## src/rtl/osdpos_pkg.sv

```systemverilog
package osdpos_pkg;

    localparam int NBLK    = 16;               // character blocks
    localparam int VW      = 10;               // vertical start width
    localparam int HW      = 8;                // horizontal start width
    localparam int DW      = 8;                // write data width
    localparam int BW      = $clog2(NBLK);     // block index width
    localparam int AW      = BW + 2;           // write address width
    localparam int HSTEP_W = 2;                // log2 of dots per horizontal step
    localparam int DOTW    = HW + HSTEP_W;     // dot counter width
    localparam int VHI_W   = VW - DW;          // high part of vertical start
    localparam int SYNC_STAGES = 2;

    localparam logic [VW-1:0] VMIN_USABLE = VW'(2);

    typedef enum logic [1:0] {
        WR_NONE = 2'd0,
        WR_VLO  = 2'd1,
        WR_VHI  = 2'd2,
        WR_HPOS = 2'd3
    } wr_kind_e;

    typedef struct packed {
        wr_kind_e        kind;
        logic [BW-1:0]   blk;
        logic [DW-1:0]   data;
    } wr_cmd_t;

    // Address map: 0..NBLK-1 low bytes, NBLK..2*NBLK-1 high bits,
    // 2*NBLK horizontal position, anything above ignored.
    function automatic wr_cmd_t decode_wr(input logic en,
                                          input logic [AW-1:0] addr,
                                          input logic [DW-1:0] data);
        wr_cmd_t c;
        c.blk  = addr[BW-1:0];
        c.data = data;
        c.kind = WR_NONE;
        if (en) begin
            if (addr[AW-1]) begin
                if (addr[AW-2:0] == '0)
                    c.kind = WR_HPOS;
            end else if (addr[AW-2]) begin
                c.kind = WR_VHI;
            end else begin
                c.kind = WR_VLO;
            end
        end
        return c;
    endfunction

    function automatic logic start_usable(input logic [VW-1:0] v);
        return v >= VMIN_USABLE;
    endfunction

endpackage

```

## src/rtl/osdpos_sync_edge.sv

```systemverilog
module osdpos_sync_edge
    import osdpos_pkg::*;
#(
    parameter int STAGES = SYNC_STAGES
) (
    input  logic clk,
    input  logic rst,
    input  logic pin,
    input  logic neg,
    output logic evt
);

    logic [STAGES-1:0] sync_q;
    logic              lvl;
    logic              prev_q;

    always_ff @(posedge clk) begin
        if (rst) begin
            sync_q <= {STAGES{neg}};
            prev_q <= 1'b1;
        end else begin
            sync_q <= {sync_q[STAGES-2:0], pin};
            prev_q <= lvl;
        end
    end

    assign lvl = sync_q[STAGES-1] ^ neg;
    assign evt = lvl & ~prev_q;

    // an active edge is a single-cycle event
    a_r1_edge_single: assert property (@(posedge clk) disable iff (rst)
        evt |=> !evt);

endmodule

```

## src/rtl/osdpos_line_track.sv

```systemverilog
module osdpos_line_track
    import osdpos_pkg::*;
(
    input  logic          clk,
    input  logic          rst,
    input  logic          hs_evt,
    input  logic          vs_evt,
    output logic [VW-1:0] line_cnt,
    output logic          line_ovf
);

    localparam logic [VW-1:0] LMAX = '1;

    logic guard_q;
    logic count_ok;

    assign count_ok = hs_evt && !vs_evt && !guard_q;

    always_ff @(posedge clk) begin
        if (rst) begin
            line_cnt <= '0;
            line_ovf <= 1'b0;
            guard_q  <= 1'b0;
        end else begin
            guard_q <= vs_evt;
            if (vs_evt) begin
                line_cnt <= '0;
                line_ovf <= 1'b0;
            end else if (count_ok) begin
                if (line_cnt == LMAX)
                    line_ovf <= 1'b1;
                else
                    line_cnt <= line_cnt + VW'(1);
            end
        end
    end

    // field reference restarts the count
    a_r2_field_restart: assert property (@(posedge clk) disable iff (rst)
        vs_evt |=> (line_cnt == '0) && !line_ovf);

    // a line edge inside the guard cycle leaves the count alone
    a_r3_guard_hold: assert property (@(posedge clk) disable iff (rst)
        (guard_q && !vs_evt) |=> $stable(line_cnt));

    // count never wraps past its maximum
    a_r4_no_wrap: assert property (@(posedge clk) disable iff (rst)
        (line_cnt == LMAX && !vs_evt) |=> line_cnt == LMAX);

endmodule

```

## src/rtl/osdpos_vpos_bank.sv

```systemverilog
module osdpos_vpos_bank
    import osdpos_pkg::*;
(
    input  logic            clk,
    input  logic            rst,
    input  wr_cmd_t         cmd,
    input  logic            vs_evt,
    input  logic [VW-1:0]   line_cnt,
    input  logic            line_ovf,
    output logic [NBLK-1:0] vstart
);

    logic [NBLK-1:0][DW-1:0]    lo_q;
    logic [NBLK-1:0][VHI_W-1:0] hi_q;
    logic [NBLK-1:0][VW-1:0]    act_q;

    for (genvar g = 0; g < NBLK; g++) begin : g_blk
        always_ff @(posedge clk) begin
            if (rst) begin
                lo_q[g]  <= '0;
                hi_q[g]  <= '0;
                act_q[g] <= '0;
            end else begin
                if (cmd.kind == WR_VLO && cmd.blk == BW'(g))
                    lo_q[g] <= cmd.data;
                if (cmd.kind == WR_VHI && cmd.blk == BW'(g))
                    hi_q[g] <= cmd.data[VHI_W-1:0];
                if (vs_evt)
                    act_q[g] <= {hi_q[g], lo_q[g]};
            end
        end

        assign vstart[g] = !line_ovf && start_usable(act_q[g])
                           && (line_cnt == act_q[g]);

        // a start of 0 or 1 never produces a strobe
        a_r6_low_quiet: assert property (@(posedge clk) disable iff (rst)
            (act_q[g] < VMIN_USABLE) |-> !vstart[g]);
    end

    // positions in use change only at the field reference
    a_r5_field_load: assert property (@(posedge clk) disable iff (rst)
        !vs_evt |=> $stable(act_q));

endmodule

```

## src/rtl/osdpos_hpos_gen.sv

```systemverilog
module osdpos_hpos_gen
    import osdpos_pkg::*;
(
    input  logic          clk,
    input  logic          rst,
    input  logic          hs_evt,
    input  logic          dot_ce,
    input  logic          hpos_we,
    input  logic [DW-1:0] hpos_data,
    output logic          hstart
);

    logic [HW-1:0]   hpos_q;
    logic [DOTW-1:0] dot_q;
    logic [DOTW-1:0] target;

    always_ff @(posedge clk) begin
        if (rst) begin
            hpos_q <= '0;
            dot_q  <= '1;
        end else begin
            if (hpos_we)
                hpos_q <= hpos_data[HW-1:0];
            if (hs_evt)
                dot_q <= '0;
            else if (dot_ce && dot_q != '1)
                dot_q <= dot_q + DOTW'(1);
        end
    end

    assign target = {hpos_q, {HSTEP_W{1'b0}}};
    assign hstart = (dot_q == target);

    // with the dot enable running the strobe lasts one dot
    a_r8_single_dot: assert property (@(posedge clk) disable iff (rst)
        (hstart && dot_ce && !hs_evt && !hpos_we) |=> !hstart);

    // a held dot enable freezes the dot count
    a_r8_dot_hold: assert property (@(posedge clk) disable iff (rst)
        (!dot_ce && !hs_evt) |=> $stable(dot_q));

endmodule

```

## src/rtl/osdpos_timing.sv

```systemverilog
module osdpos_timing
    import osdpos_pkg::*;
(
    input  logic            clk,
    input  logic            rst,
    input  logic [1:0]      sync_neg,
    input  logic            hsync_pin,
    input  logic            vsync_pin,
    input  logic            dot_ce,
    input  logic            wr_en,
    input  logic [AW-1:0]   wr_addr,
    input  logic [DW-1:0]   wr_data,
    output logic [NBLK-1:0] vstart,
    output logic            hstart
);

    logic          hs_evt;
    logic          vs_evt;
    logic [VW-1:0] line_cnt;
    logic          line_ovf;
    wr_cmd_t       cmd;

    assign cmd = decode_wr(wr_en, wr_addr, wr_data);

    osdpos_sync_edge #(.STAGES(SYNC_STAGES)) i_hs_edge (
        .clk (clk), .rst (rst), .pin (hsync_pin), .neg (sync_neg[0]),
        .evt (hs_evt)
    );

    osdpos_sync_edge #(.STAGES(SYNC_STAGES)) i_vs_edge (
        .clk (clk), .rst (rst), .pin (vsync_pin), .neg (sync_neg[1]),
        .evt (vs_evt)
    );

    osdpos_line_track i_lines (
        .clk (clk), .rst (rst), .hs_evt (hs_evt), .vs_evt (vs_evt),
        .line_cnt (line_cnt), .line_ovf (line_ovf)
    );

    osdpos_vpos_bank i_vbank (
        .clk (clk), .rst (rst), .cmd (cmd), .vs_evt (vs_evt),
        .line_cnt (line_cnt), .line_ovf (line_ovf), .vstart (vstart)
    );

    osdpos_hpos_gen i_hgen (
        .clk (clk), .rst (rst), .hs_evt (hs_evt), .dot_ce (dot_ce),
        .hpos_we (cmd.kind == WR_HPOS), .hpos_data (cmd.data),
        .hstart (hstart)
    );

    // outputs are quiet in the cycle after reset
    a_r10_reset_quiet: assert property (@(posedge clk)
        rst |=> (vstart == '0) && !hstart);

endmodule

```

## config.mk

```make
export PLATFORM = sky130hd
export DESIGN_NAME = osdpos_timing
export DESIGN_NICKNAME = d
export VERILOG_FILES = /design/src/rtl/osdpos_pkg.sv /design/src/rtl/osdpos_sync_edge.sv /design/src/rtl/osdpos_line_track.sv /design/src/rtl/osdpos_vpos_bank.sv /design/src/rtl/osdpos_hpos_gen.sv /design/src/rtl/osdpos_timing.sv
export SDC_FILE = /design/constraint.sdc
export NUM_CORES = 1
export LEC_CHECK = 0
export BUFFER_PORTS_ARGS = -buffer_cell sky130_fd_sc_hd__buf_2
export CAP_MARGIN = 20
export CORE_ASPECT_RATIO = 1.25
export CORE_UTILIZATION = 56
export CTS_CLUSTER_SIZE = 14
export DETAILED_ROUTE_END_ITERATION = 7
export MAX_ROUTING_LAYER = met4
export PLACE_DENSITY = 0.79
export SLEW_MARGIN = 20
export SYNTH_ARGS = -nofsm -noshare
export SYNTH_HDL_FRONTEND = slang
export SYNTH_SLANG_ARGS = --single-unit
```

## constraint.sdc

```tcl
create_clock -name clk -period 1.7 [get_ports clk]
set_input_delay 0.17 -clock clk [delete_from_list [all_inputs] [get_ports clk]]
set_output_delay 0.17 -clock clk [all_outputs]
set_load 0.02 [all_outputs]
```

==> results_tabular.tex <==
\begin{tabular}{lr}
\hline
Metric & Value \\
\hline
\multicolumn{2}{l}{\textbf{Power}} \\
Int Power & 13900 uW \\
Sw power & about 4200 uW \\
Clk network pwr share & 44.8\% \\
Switching share of power & roughly a quarter \\
Leakage power figure & 0.00796 uW \\
Share of power burned in combinational logic & roughly 8.0\% \\
Sequential share of power & between 40 and 50\% \\
Total power of the final layout & 18100 uW \\
Maximum vdd ir drop & 803 uV \\
Pwr/cell area & 995 mW/mm\^{}2 \\
\multicolumn{2}{l}{\textbf{Setup path}} \\
Critical path's most frequent cell & buf\_6 \\
Count of buffering cells on the critical path with inverters included & 4 \\
Reg-to-reg endpoint & i\_lines.line\_cnt[9]\$\_SDFFE\_PP0P\_ \\
Critical path's largest stage delay & 360 ps \\
Setup slack, reg-to-reg & -130 ps \\
Slowest cell on the critical path & dfxtp\_4 \\
Arrival time worst endpoint & 2090 ps \\
Sort of element at the start of the critical path & flip-flop \\
Sequence of cells on the critical path & buf\_12, buf\_6, buf\_6, xor2\_2, nor4\_2, nand4\_1, nor2\_1, buf\_4 \\
Path type of the worst setup path & flip-flop to primary output \\
Type of element capturing the critical path & primary output \\
Cell family with the largest share of critical-path delay & simple AND/OR/NAND/NOR gates \\
Critical path required time & around 1500 ps \\
Critical path fanouts, max & 6 \\
Path depth of the worst reg2reg path & 5 \\
Beginning of the worst register-to-register path & i\_hs\_edge.sync\_q[1]\$\_DFF\_P\_ \\
\multicolumn{2}{l}{\textbf{Clocking}} \\
Clock tree buffer depth & 3 \\
Number of clock sinks & 356 \\
Insertion delay to the later sink of the worst-skew pair & about 520 ps \\
CTS clk-pin slew, worst paths & 60 ps \\
Clk root buf & clkbuf\_16 \\
\# H-tree levels & 2 \\
Number of clock buffers inserted by TritonCTS & 36 \\
TritonCTS clock tree & yes \\
\multicolumn{2}{l}{\textbf{STA}} \\
Period utilisation layout & 133\% \\
Post-route minimum period & 2260 ps \\
Worst slew margin relative to its limit & 52.7\% \\
Worst clock skew & 6.85 ps \\
Slew Viols, Final & 0 \\
Setup total negative slack & -8390 ps \\
Unrepaired setup endpoints after global routing & true \\
Achievable frequency & 0.442 GHz \\
Final Hold Fails & 0 \\
Post-layout worst setup margin & -562 ps \\
Worst slack on hold paths & 17.8 ps \\
Actual transition at the worst max-transition pin & 710 ps \\
Setup-violating endpoint count in the final report & 24 \\
\multicolumn{2}{l}{\textbf{Die}} \\
Full die area & 0.0278 mm\^{}2 \\
Area of the core & 0.0267 mm\^{}2 \\
Initial cell density of the core & roughly 57\% \\
Top-Level Pins & 39 \\
Die height & 186 um \\
Floorplan die width & 149 um \\
Row cnt & 67 \\
\multicolumn{2}{l}{\textbf{Layout}} \\
Area occupied by registers & between 0.007 and 0.008 mm\^{}2 \\
Number of fill cells in the layout & 1950 \\
Layout Area Growth over Synthesis & 19.9\% \\
Fraction of layout cells with a size suffix above 1 & 14.9\% \\
Post-route design area & 0.0182 mm\^{}2 \\
Area used by multi-input combinational logic & 0.00782 mm\^{}2 \\
Final layout net count & 1872 \\
\# diodes & 0 \\
\multicolumn{2}{l}{\textbf{GRT}} \\
Combined global-route utilization of all metal layers & 30.6\% \\
Met2 global-route usage & 51.4\% \\
Via count of the first global-routing pass & roughly 13000 \\
Layer with the highest usage after global routing & met2 \\
Largest net degree at the start of global routing & between 80 and 90 \\
Wire length of the first global-routing pass & about 65000 um \\
Remaining Overflow, GRT & 0 \\
Met3 track utilization from global routing & 5.17\% \\
GR met1 Demand/Resource & 35.7\% \\
Antenna violations before repair & 0 \\
\multicolumn{2}{l}{\textbf{Detailed routing}} \\
DRC errors left & 0 \\
Total number of vias & around 13000 \\
Number of vias per cell after detailed routing & 5.92 \\
Antenna Violating Nets Remaining & 0 \\
Number of detailed-route iterations in the first pass & 5 \\
Routed Wire Length & around 42000 um \\
Initial drt markers & around 1000 \\
Wire length per cell after detailed routing & 19.0 um \\
\multicolumn{2}{l}{\textbf{Min path}} \\
Cell depth of the worst hold path & 3 \\
Hold/Removal Path Class & input port to flip-flop \\
Hold-critical path endpoint & i\_hgen.dot\_q[2]\$\_SDFFE\_PP1P\_ \\
Hold wc startpoint & dot\_ce \\
\multicolumn{2}{l}{\textbf{Run status}} \\
Run status & complete, but fails checks \\
Failing checks & setup timing \\
\multicolumn{2}{l}{\textbf{Logic synthesis}} \\
Sequential area share after synthesis & 46.9\% \\
Most frequent cells after synthesis & dfxtp\_1 (356), nand2\_1 (336), nor2\_1 (203) \\
Count of state elements after synthesis & 356 \\
Most frequent cell after synthesis & dfxtp\_1 \\
Number of nets produced by synthesis & about 1800 \\
Fraction of registers with async set/reset & 0\% \\
Synth area leader & dfxtp\_1 \\
Synth unique cells & 44 \\
Cell Area, Synth & 0.0152 mm\^{}2 \\
Most used DFF post-synth & dfxtp\_1 \\
Main area contributors after synthesis & dfxtp\_1 (47\%), mux2i\_1 (11\%), nand2\_1 (8.3\%) \\
Avg Cell Area, Syn & 8.55 um\^{}2 \\
Fraction of synthesized cell area taken by the top area cell type & 46.9\% \\
Gate count of the mapped netlist & 1778 \\
Total of warnings raised by yosys & 0 \\
Number of flops mapped to enable cells by yosys & 0 \\
\multicolumn{2}{l}{\textbf{Place}} \\
Total of buffers placed on input and output ports & 38 \\
Final weighted congestion in routability-driven placement & 0.905 \\
Post-detail-place hpwl & between 20000 and 30000 um \\
Standard cell area after detailed placement & 0.0165 mm\^{}2 \\
Worst-case setup slack after placement & -168 ps \\
\multicolumn{2}{l}{\textbf{Flow run}} \\
Number of violations of the max-capacitance limit & 0 \\
\hline
\end{tabular}
-- power groups by stage --
stage	registers, uW	clock network [uW]	logic [uW]
global route	8570	8560	1560
finish	8560	8140	1450
global placement	8730	0	1290
detailed placement	8740	0	1320
CTS	8560	8180	1380
floorplan	8710	0	876
-- kinds of logic (layout without fill, tap and decap cells) --
kind of cell               count (synthesis)  in the layout  share of synthesized area, %
adders and majority gates                  3              3                         0.247
buffers and inverters                    147            236                          3.84
and+or+nand+nor                          717            717                          20.8
muxes                                    174            174                          11.5
xor gates and xnor gates                 156            156                          8.98
AOI/OAI and AO/OA                        225            225                          7.81
DFF                                      356            356                          46.9
-- through the flow --
| stage | util [%] | cells |
|---|---|---|
| 2_1_floorplan | - | 1778 |
| 3_3_place_gp | 61.7 | 2136 |
| 3_5_place_dp | 61.7 | 2136 |
| 4_1_cts | 67.4 | 2208 |
| 5_1_grt | 68.2 | 2212 |
| 6_report | 68.2 | 2212 |
-- sequential cells by signal, summed over array words and instances, names as in the netlist --
signal / cells
i_vs_edge.prev_q: 1
i_vbank.hi_q: 32
i_lines.guard_q: 1
i_hgen.dot_q: 10
i_vbank.act_q: 160
i_hs_edge.prev_q: 1
i_vs_edge.sync_q: 2
i_hgen.hpos_q: 8
i_lines.line_cnt: 10
i_vbank.lo_q: 128
i_lines.line_ovf: 1
i_hs_edge.sync_q: 2
-- layout by cell type (no fill, tap or decap), drive strengths merged, types with 2 or more instances in the layout --
master / instances
nor4: 71
dlygate4sd3: 7
o21bai: 2
o41ai: 4
inv: 16
xnor2: 25
o21ai: 11
or2: 2
nor3: 23
nor2b: 10
nand2: 336
nor2: 203
mux2i: 174
dfxtp: 356
clkinv: 3
nand3: 22
o31ai: 4
ha: 3
or4: 5
a21oi: 195
nand2b: 9
clkbuf: 50
bufinv: 5
nand4: 24
o311ai: 3
buf: 155
xor2: 131
and4: 3
-- how the worst max path moves through the flow --
| stage | start | endpoint | slack (ps) | cells after the start |
|---|---|---|---|---|
| after CTS | i_lines.line_cnt[5]$_SDFFE_PP0P_ | vstart[9] | -520 | 6 |
| after global routing | i_lines.line_cnt[8]$_SDFFE_PP0P_ | vstart[14] | -610 | 6 |
| after floorplan | i_lines.line_cnt[8]$_SDFFE_PP0P_ | vstart[15] | -10 | 6 |
| after detailed placement | i_lines.line_cnt[0]$_SDFFE_PP0P_ | vstart[15] | -170 | 6 |
| after global placement | i_lines.line_cnt[0]$_SDFFE_PP0P_ | vstart[3] | -170 | 6 |
| final | i_lines.line_cnt[5]$_SDFFE_PP0P_ | vstart[0] | -560 | 8 |
-- metal layers --
| layer | wire [um] | part of all wire (%) |
|---|---|---|
| met1 | 16700 | 40 |
| met2 | 20600 | 49 |
| met3 | 2790 | 6.6 |
| met4 | 1940 | 4.6 |
| met5 | 0 | 0 |
-- worst reg2reg max path: stages, from the launching register on --
cell and delay (ps):
dfxtp_2 330, xnor2_2 130, a2111o_1 480, buf_6 180
or4_1 510, a21oi_2 140
-- final cells by class --
cell class,instances,area share [%]
multi-input cells,1275,42.9
flip-flops and latches,356,39.3
repair buffers,162,8.62
clock buffers,50,5.67
well taps,345,2.37
clock inverters,8,0.905
inverters,16,0.329
-- timing repair --
item | 4_1_cts | 5_1_grt
cloned | 2 | 0
pin swaps | 56 | 15
endpoints found under the setup margin | 26 | 28
gates resized for setup | 69 | 42
hold buffers | 7 | 0
buffers inserted | 5 | 4
endpoints found under the hold margin | 18 | 0
(Power assumes the default switching activity.)
